File: config.mk
export PLATFORM = sky130hd
export DESIGN_NAME = mcode_alu
export DESIGN_NICKNAME = d
export VERILOG_FILES = /design/src/rtl/mcode_alu_pkg.sv /design/src/rtl/mcode_alu_core.sv /design/src/rtl/mcode_alu_regs.sv /design/src/rtl/mcode_alu.sv
export SDC_FILE = /design/constraint.sdc
export NUM_CORES = 1
export LEC_CHECK = 0
export BUFFER_PORTS_ARGS = -buffer_cell sky130_fd_sc_hd__buf_2
export CAP_MARGIN = 5
export CORE_AREA = 4 4 111 113
export DETAILED_ROUTE_END_ITERATION = 6
export DIE_AREA = 0 0 115 117
export GPL_ROUTABILITY_DRIVEN = 0
export PLACE_DENSITY = 0.66
export REMOVE_ABC_BUFFERS = 1
export SETUP_SLACK_MARGIN = 0.5
export SYNTH_ARGS = -nofsm -noshare
export SYNTH_HDL_FRONTEND = slang
export SYNTH_HIERARCHICAL = 1
export SYNTH_SLANG_ARGS = --single-unit
File: constraint.sdc
create_clock -name clk_i -period 4.93 [get_ports clk_i]
set_clock_uncertainty 0.05 [all_clocks]
set_input_delay 0.493 -clock clk_i [delete_from_list [all_inputs] [get_ports clk_i]]
set_output_delay 0.493 -clock clk_i [all_outputs]
set_load 0.005 [all_outputs]
File: src/rtl/mcode_alu_pkg.sv
package mcode_alu_pkg;
  localparam int unsigned FN_W = 4;

  typedef enum logic [FN_W-1:0] {
    FN_PASS = 4'd0,  FN_T    = 4'd1,  FN_OR   = 4'd2,  FN_AND  = 4'd3,
    FN_XOR  = 4'd4,  FN_INC  = 4'd5,  FN_DEC  = 4'd6,  FN_ADD  = 4'd7,
    FN_SUB  = 4'd8,  FN_SUBD = 4'd9,  FN_ADDI = 4'd10, FN_SKIP = 4'd11,
    FN_ANDT = 4'd12, FN_ANDN = 4'd13, FN_RSV0 = 4'd14, FN_RSV1 = 4'd15
  } alu_fn_e;

  // codes whose result may be written to T
  function automatic logic fn_feeds_t(input alu_fn_e fn);
    unique case (fn)
      FN_T, FN_OR, FN_INC, FN_DEC, FN_ADDI, FN_SKIP, FN_ANDT: return 1'b1;
      default: return 1'b0;
    endcase
  endfunction
endpackage

File: src/rtl/mcode_alu_core.sv
module mcode_alu_core
  import mcode_alu_pkg::*;
#(
  parameter int unsigned W = 16
) (
  input  logic [W-1:0]    bus_i,
  input  logic [W-1:0]    t_i,
  input  logic [FN_W-1:0] func_i,
  input  logic            skip_i,
  output logic [W-1:0]    res_o,
  output logic            carry_o,
  output logic            feeds_t_o
);
  alu_fn_e      fn;
  logic         use_adder;
  logic [W-1:0] add_b;
  logic         add_cin;
  logic [W-1:0] logic_res;
  logic [W:0]   sum;

  assign fn = alu_fn_e'(func_i);

  // one shared adder: operand and carry-in chosen per code
  always_comb begin
    use_adder = 1'b1;
    add_b     = '0;
    add_cin   = 1'b0;
    logic_res = bus_i;
    unique case (fn)
      FN_T:    begin use_adder = 1'b0; logic_res = t_i; end
      FN_OR:   begin use_adder = 1'b0; logic_res = bus_i | t_i; end
      FN_AND,
      FN_ANDT: begin use_adder = 1'b0; logic_res = bus_i & t_i; end
      FN_XOR:  begin use_adder = 1'b0; logic_res = bus_i ^ t_i; end
      FN_ANDN: begin use_adder = 1'b0; logic_res = bus_i & ~t_i; end
      FN_INC:  add_cin = 1'b1;
      FN_DEC:  add_b = '1;
      FN_ADD:  add_b = t_i;
      FN_ADDI: begin add_b = t_i; add_cin = 1'b1; end
      FN_SUB:  begin add_b = ~t_i; add_cin = 1'b1; end
      FN_SUBD: add_b = ~t_i;
      FN_SKIP: add_cin = skip_i;
      default: use_adder = 1'b0;  // pass and reserved codes
    endcase
  end

  assign sum       = {1'b0, bus_i} + {1'b0, add_b} + {{W{1'b0}}, add_cin};
  assign res_o     = use_adder ? sum[W-1:0] : logic_res;
  assign carry_o   = use_adder & sum[W];
  assign feeds_t_o = fn_feeds_t(fn);
endmodule

File: src/rtl/mcode_alu_regs.sv
module mcode_alu_regs #(
  parameter int unsigned W = 16
) (
  input  logic         clk_i,
  input  logic         rst_ni,
  input  logic [W-1:0] res_i,
  input  logic         carry_i,
  input  logic [W-1:0] bus_i,
  input  logic         feeds_t_i,
  input  logic         load_l_i,
  input  logic         load_t_i,
  output logic [W-1:0] l_o,
  output logic [W-1:0] t_o,
  output logic         l_carry_o
);
  logic [W-1:0] t_next;

  assign t_next = feeds_t_i ? res_i : bus_i;

  always_ff @(posedge clk_i or negedge rst_ni) begin
    if (!rst_ni) begin
      l_o       <= '0;
      l_carry_o <= 1'b0;
    end else if (load_l_i) begin
      l_o       <= res_i;
      l_carry_o <= carry_i;
    end
  end

  always_ff @(posedge clk_i or negedge rst_ni) begin
    if (!rst_ni)       t_o <= '0;
    else if (load_t_i) t_o <= t_next;
  end
endmodule

File: src/rtl/mcode_alu.sv
module mcode_alu
  import mcode_alu_pkg::*;
#(
  parameter int unsigned W = 16
) (
  input  logic            clk_i,
  input  logic            rst_ni,
  input  logic [W-1:0]    bus_i,
  input  logic [FN_W-1:0] func_i,
  input  logic            skip_i,
  input  logic            load_l_i,
  input  logic            load_t_i,
  output logic [W-1:0]    alu_o,
  output logic            carry_o,
  output logic            t_from_alu_o,
  output logic [W-1:0]    l_o,
  output logic [W-1:0]    t_o,
  output logic            l_carry_o
);
  mcode_alu_core #(.W(W)) u_core (
    .bus_i     (bus_i),
    .t_i       (t_o),
    .func_i    (func_i),
    .skip_i    (skip_i),
    .res_o     (alu_o),
    .carry_o   (carry_o),
    .feeds_t_o (t_from_alu_o)
  );

  mcode_alu_regs #(.W(W)) u_regs (
    .clk_i     (clk_i),
    .rst_ni    (rst_ni),
    .res_i     (alu_o),
    .carry_i   (carry_o),
    .bus_i     (bus_i),
    .feeds_t_i (t_from_alu_o),
    .load_l_i  (load_l_i),
    .load_t_i  (load_t_i),
    .l_o       (l_o),
    .t_o       (t_o),
    .l_carry_o (l_carry_o)
  );
endmodule

==> impl_metrics.json <==
{
  "io-pin-count": 76,
  "yosysTopAreaCell": "dfrtp_1",
  "finalMaxSlewViolations": 0,
  "synth_cell_types": 63,
  "ff2ff_path_depth": 14,
  "synthMostInstantiatedCell": "a21oi_1",
  "cts_tree": "built",
  "htreeDepth": 2,
  "core_region_area_sq_um": 11320,
  "grt_overflow_total": 0,
  "timing.rr.start": "u_regs/t_o[0]",
  "wl_met1_mm": 5.657,
  "post-route-period-util": 0.8589,
  "postRouteWirelength_mm": 13.36,
  "hpwl_mm": 9.020,
  "ys_top_cells_by_count": "80 x a21oi_1, 41 x o21ai_0, 36 x inv_1, 36 x nor2_1, 33 x dfrtp_1",
  "reg2reg_slack_ps": 1480,
  "cts-hold-fix-buffers": 0,
  "grtUsageTotal": 0.1968,
  "ys_seq_area_frac": 0.2110,
  "vias_per_cell": 5.966,
  "areaGrowthSynthToFinish_pct": 15.57,
  "crit_type": "in -> out",
  "synth_enable_flop_cells": 0,
  "antenna_cells": 0,
  "grt_pass1_wl_mm": 21.17,
  "status": "complete, no violations",
  "grt_max_degree": 34,
  "start_util": 0.3457,
  "synth_warnings": 6,
  "finalSetupViolations": 0,
  "fin_util": 0.3995,
  "critPathMaxFanout": 14,
  "fmax_mhz": 236.2,
  "die_w_microns": 115,
  "cts-root-buf": "clkbuf_16",
  "route.met2.wl_mm": 6.263,
  "synthFlopType": "dfrtp_1",
  "clk_latency_ps": 290,
  "grt_pass1_vias": 4145,
  "start_kind": "primary input",
  "cts_buffers": 5,
  "ant_nets": 0,
  "wl_per_cell_microns": 18.84,
  "cap_viol_max_count": 0,
  "grt_setup_unrepaired": "no",
  "die_height_microns": 117,
  "timing.rr.end": "u_regs/l_o[12]",
  "drt_iter0_drc": 308,
  "cts.path.max_buffers": 2,
  "antenna_found_initial": 0,
  "hold_violations": 0,
  "fillers": 1170,
  "via_count": 4230,
  "fin_nets": 623,
  "tightest_slew_ps": 1242,
  "fin_tns_setup_ps": 0,
  "cts.sink_count": 33,
  "arrival_ps": 3690,
  "ys_async_sr_fraction": 1.000,
  "dr.max_layer_used": "met4",
  "syn_area_per_cell_sq_um": 7.704,
  "drive_above_1_share": 0.2226,
  "synth_top_area_frac": 0.2110,
  "die-area_sq_um": 13460,
  "peakVddDrop_mv": 0.1611,
  "firstDrtPassIters": 5,
  "cts.clk_slew.worst_paths_ps": 60,
  "hold_path.class": "in -> async",
  "critPathRequiredTime_ps": 4390,
  "slew-limit-headroom": 0.1719,
  "worst_setup_path_end_kind": "output pin",
  "leakage_uw": 0.002074,
  "drc": 0,
  "syn_area_sq_um": 3914,
  "portBuffers": 75,
  "num_rows": 39,
  "power_density_nw_per_um2": 280.8,
  "min_period_ps": 4234,
  "synth_area_leaders": "dfrtp_1 21%, a21oi_1 10%, ha_1 9.9%",
  "synth_seq_cells": 33,
  "wl_met3_microns": 942,
  "synthCells": 508
}
[cell families after synthesis]
kind of cell	count (synthesis)	share of synthesized area
mux	34	0.1020
xor+xnor	9	0.02014
buf+inv	74	0.09303
fa+ha+maj	33	0.1093
simple gates	108	0.1298
compound gates	217	0.3347
flops	33	0.2110
[state kept, by name (all words and copies together) (netlist names)]
signal            count
u_regs/t_o           16
u_regs/l_o           16
u_regs/l_carry_o      1
[metal layers]
| layer | global-route usage | vias to the layer above |
|---|---|---|
| li1 | - | 1992 |
| met1 | 0.2499 | 1975 |
| met2 | 0.3329 | 213 |
| met3 | 0.03290 | 50 |
| met4 | 0.07981 | 0 |
| met5 | 0 | - |
[critical path, stage by stage]
cell      delay [ps]
clkbuf_4         170
nor2b_1          160
buf_4            170
a21oi_1          170
o22ai_1          110
nand2_1           80
o21ai_0          130
fa_2             420
inv_1             70
fa_1             190
nand2b_1         140
a21oi_2           70
o21a_1           240
o41a_1           370
or3_1            320
a31o_1           260
buf_2            140
[metrics by stage]
stage	hold WS (ps)	std cells	setup WS, ps	power, uW	cell area [sq um]
2_1_floorplan	147.4	470	742.7	722.7	3685
3_3_place_gp	436.0	699	616.2	924.0	4325
3_5_place_dp	440.4	699	540.0	942.9	4325
4_1_cts	290.0	707	526.8	1268	4464
5_1_grt	320.6	709	508.4	1366	4523
6_report	245.4	709	695.8	1270	4523
[worst max path at each step]
stage	start	to	slack [ps]	cells past startpoint
detailed placement	func_i[3]	alu_o[14]	540	17
floorplan	func_i[3]	alu_o[14]	740	12
finish	func_i[3]	alu_o[12]	700	17
global placement	func_i[3]	alu_o[14]	620	17
global route	func_i[3]	alu_o[12]	510	17
CTS	func_i[3]	alu_o[14]	530	17
[final cells by class]
type / count / area [sq um] / area share
multi-input combinational: 401 / 2766 / 0.6116
clock buffer: 6 / 128.9 / 0.02849
inverter: 36 / 135.1 / 0.02988
tap: 143 / 178.9 / 0.03956
timing repair buffer: 88 / 478.0 / 0.1057
clock inverter: 2 / 10.01 / 0.002213
sequential: 33 / 825.8 / 0.1826
[placed cells by master, fill, tap and decap left out, types with 3 or more instances in the layout]
cell type	synthesis	layout
nand2_1	26	26
a21oi_1	80	78
nand4_1	3	3
xor2_1	5	5
o21ai_1	3	3
o211ai_1	13	13
nor2_1	36	36
dfrtp_1	33	33
nor2b_1	3	3
a211oi_1	3	3
ha_1	31	31
nand2b_1	6	5
nand3_1	5	5
o22ai_1	31	31
nor3_1	15	14
a22oi_1	15	15
mux2_2	7	7
mux2_4	10	10
buf_2	14	73
o21ai_0	41	40
clkbuf_16	0	5
mux2i_1	17	17
buf_4	4	13
a21o_1	3	3
o21a_1	4	4
inv_1	36	36
xnor2_1	4	4
[what timing repair did]
action,in CTS,in global routing
endpoints found under the setup margin,0,7
buffers inserted,0,2
endpoints found under the hold margin,0,0
gates resized for setup,0,10
[report_power, final]
part / leakage [uW] / total [uW] / internal, uW / switching (uW)
registers: 0.000379 / 381 / 323 / 58.2
logic: 0.00162 / 574 / 259 / 316
clock network: 0.0000706 / 314 / 186 / 129
(Power assumes the default switching activity.)
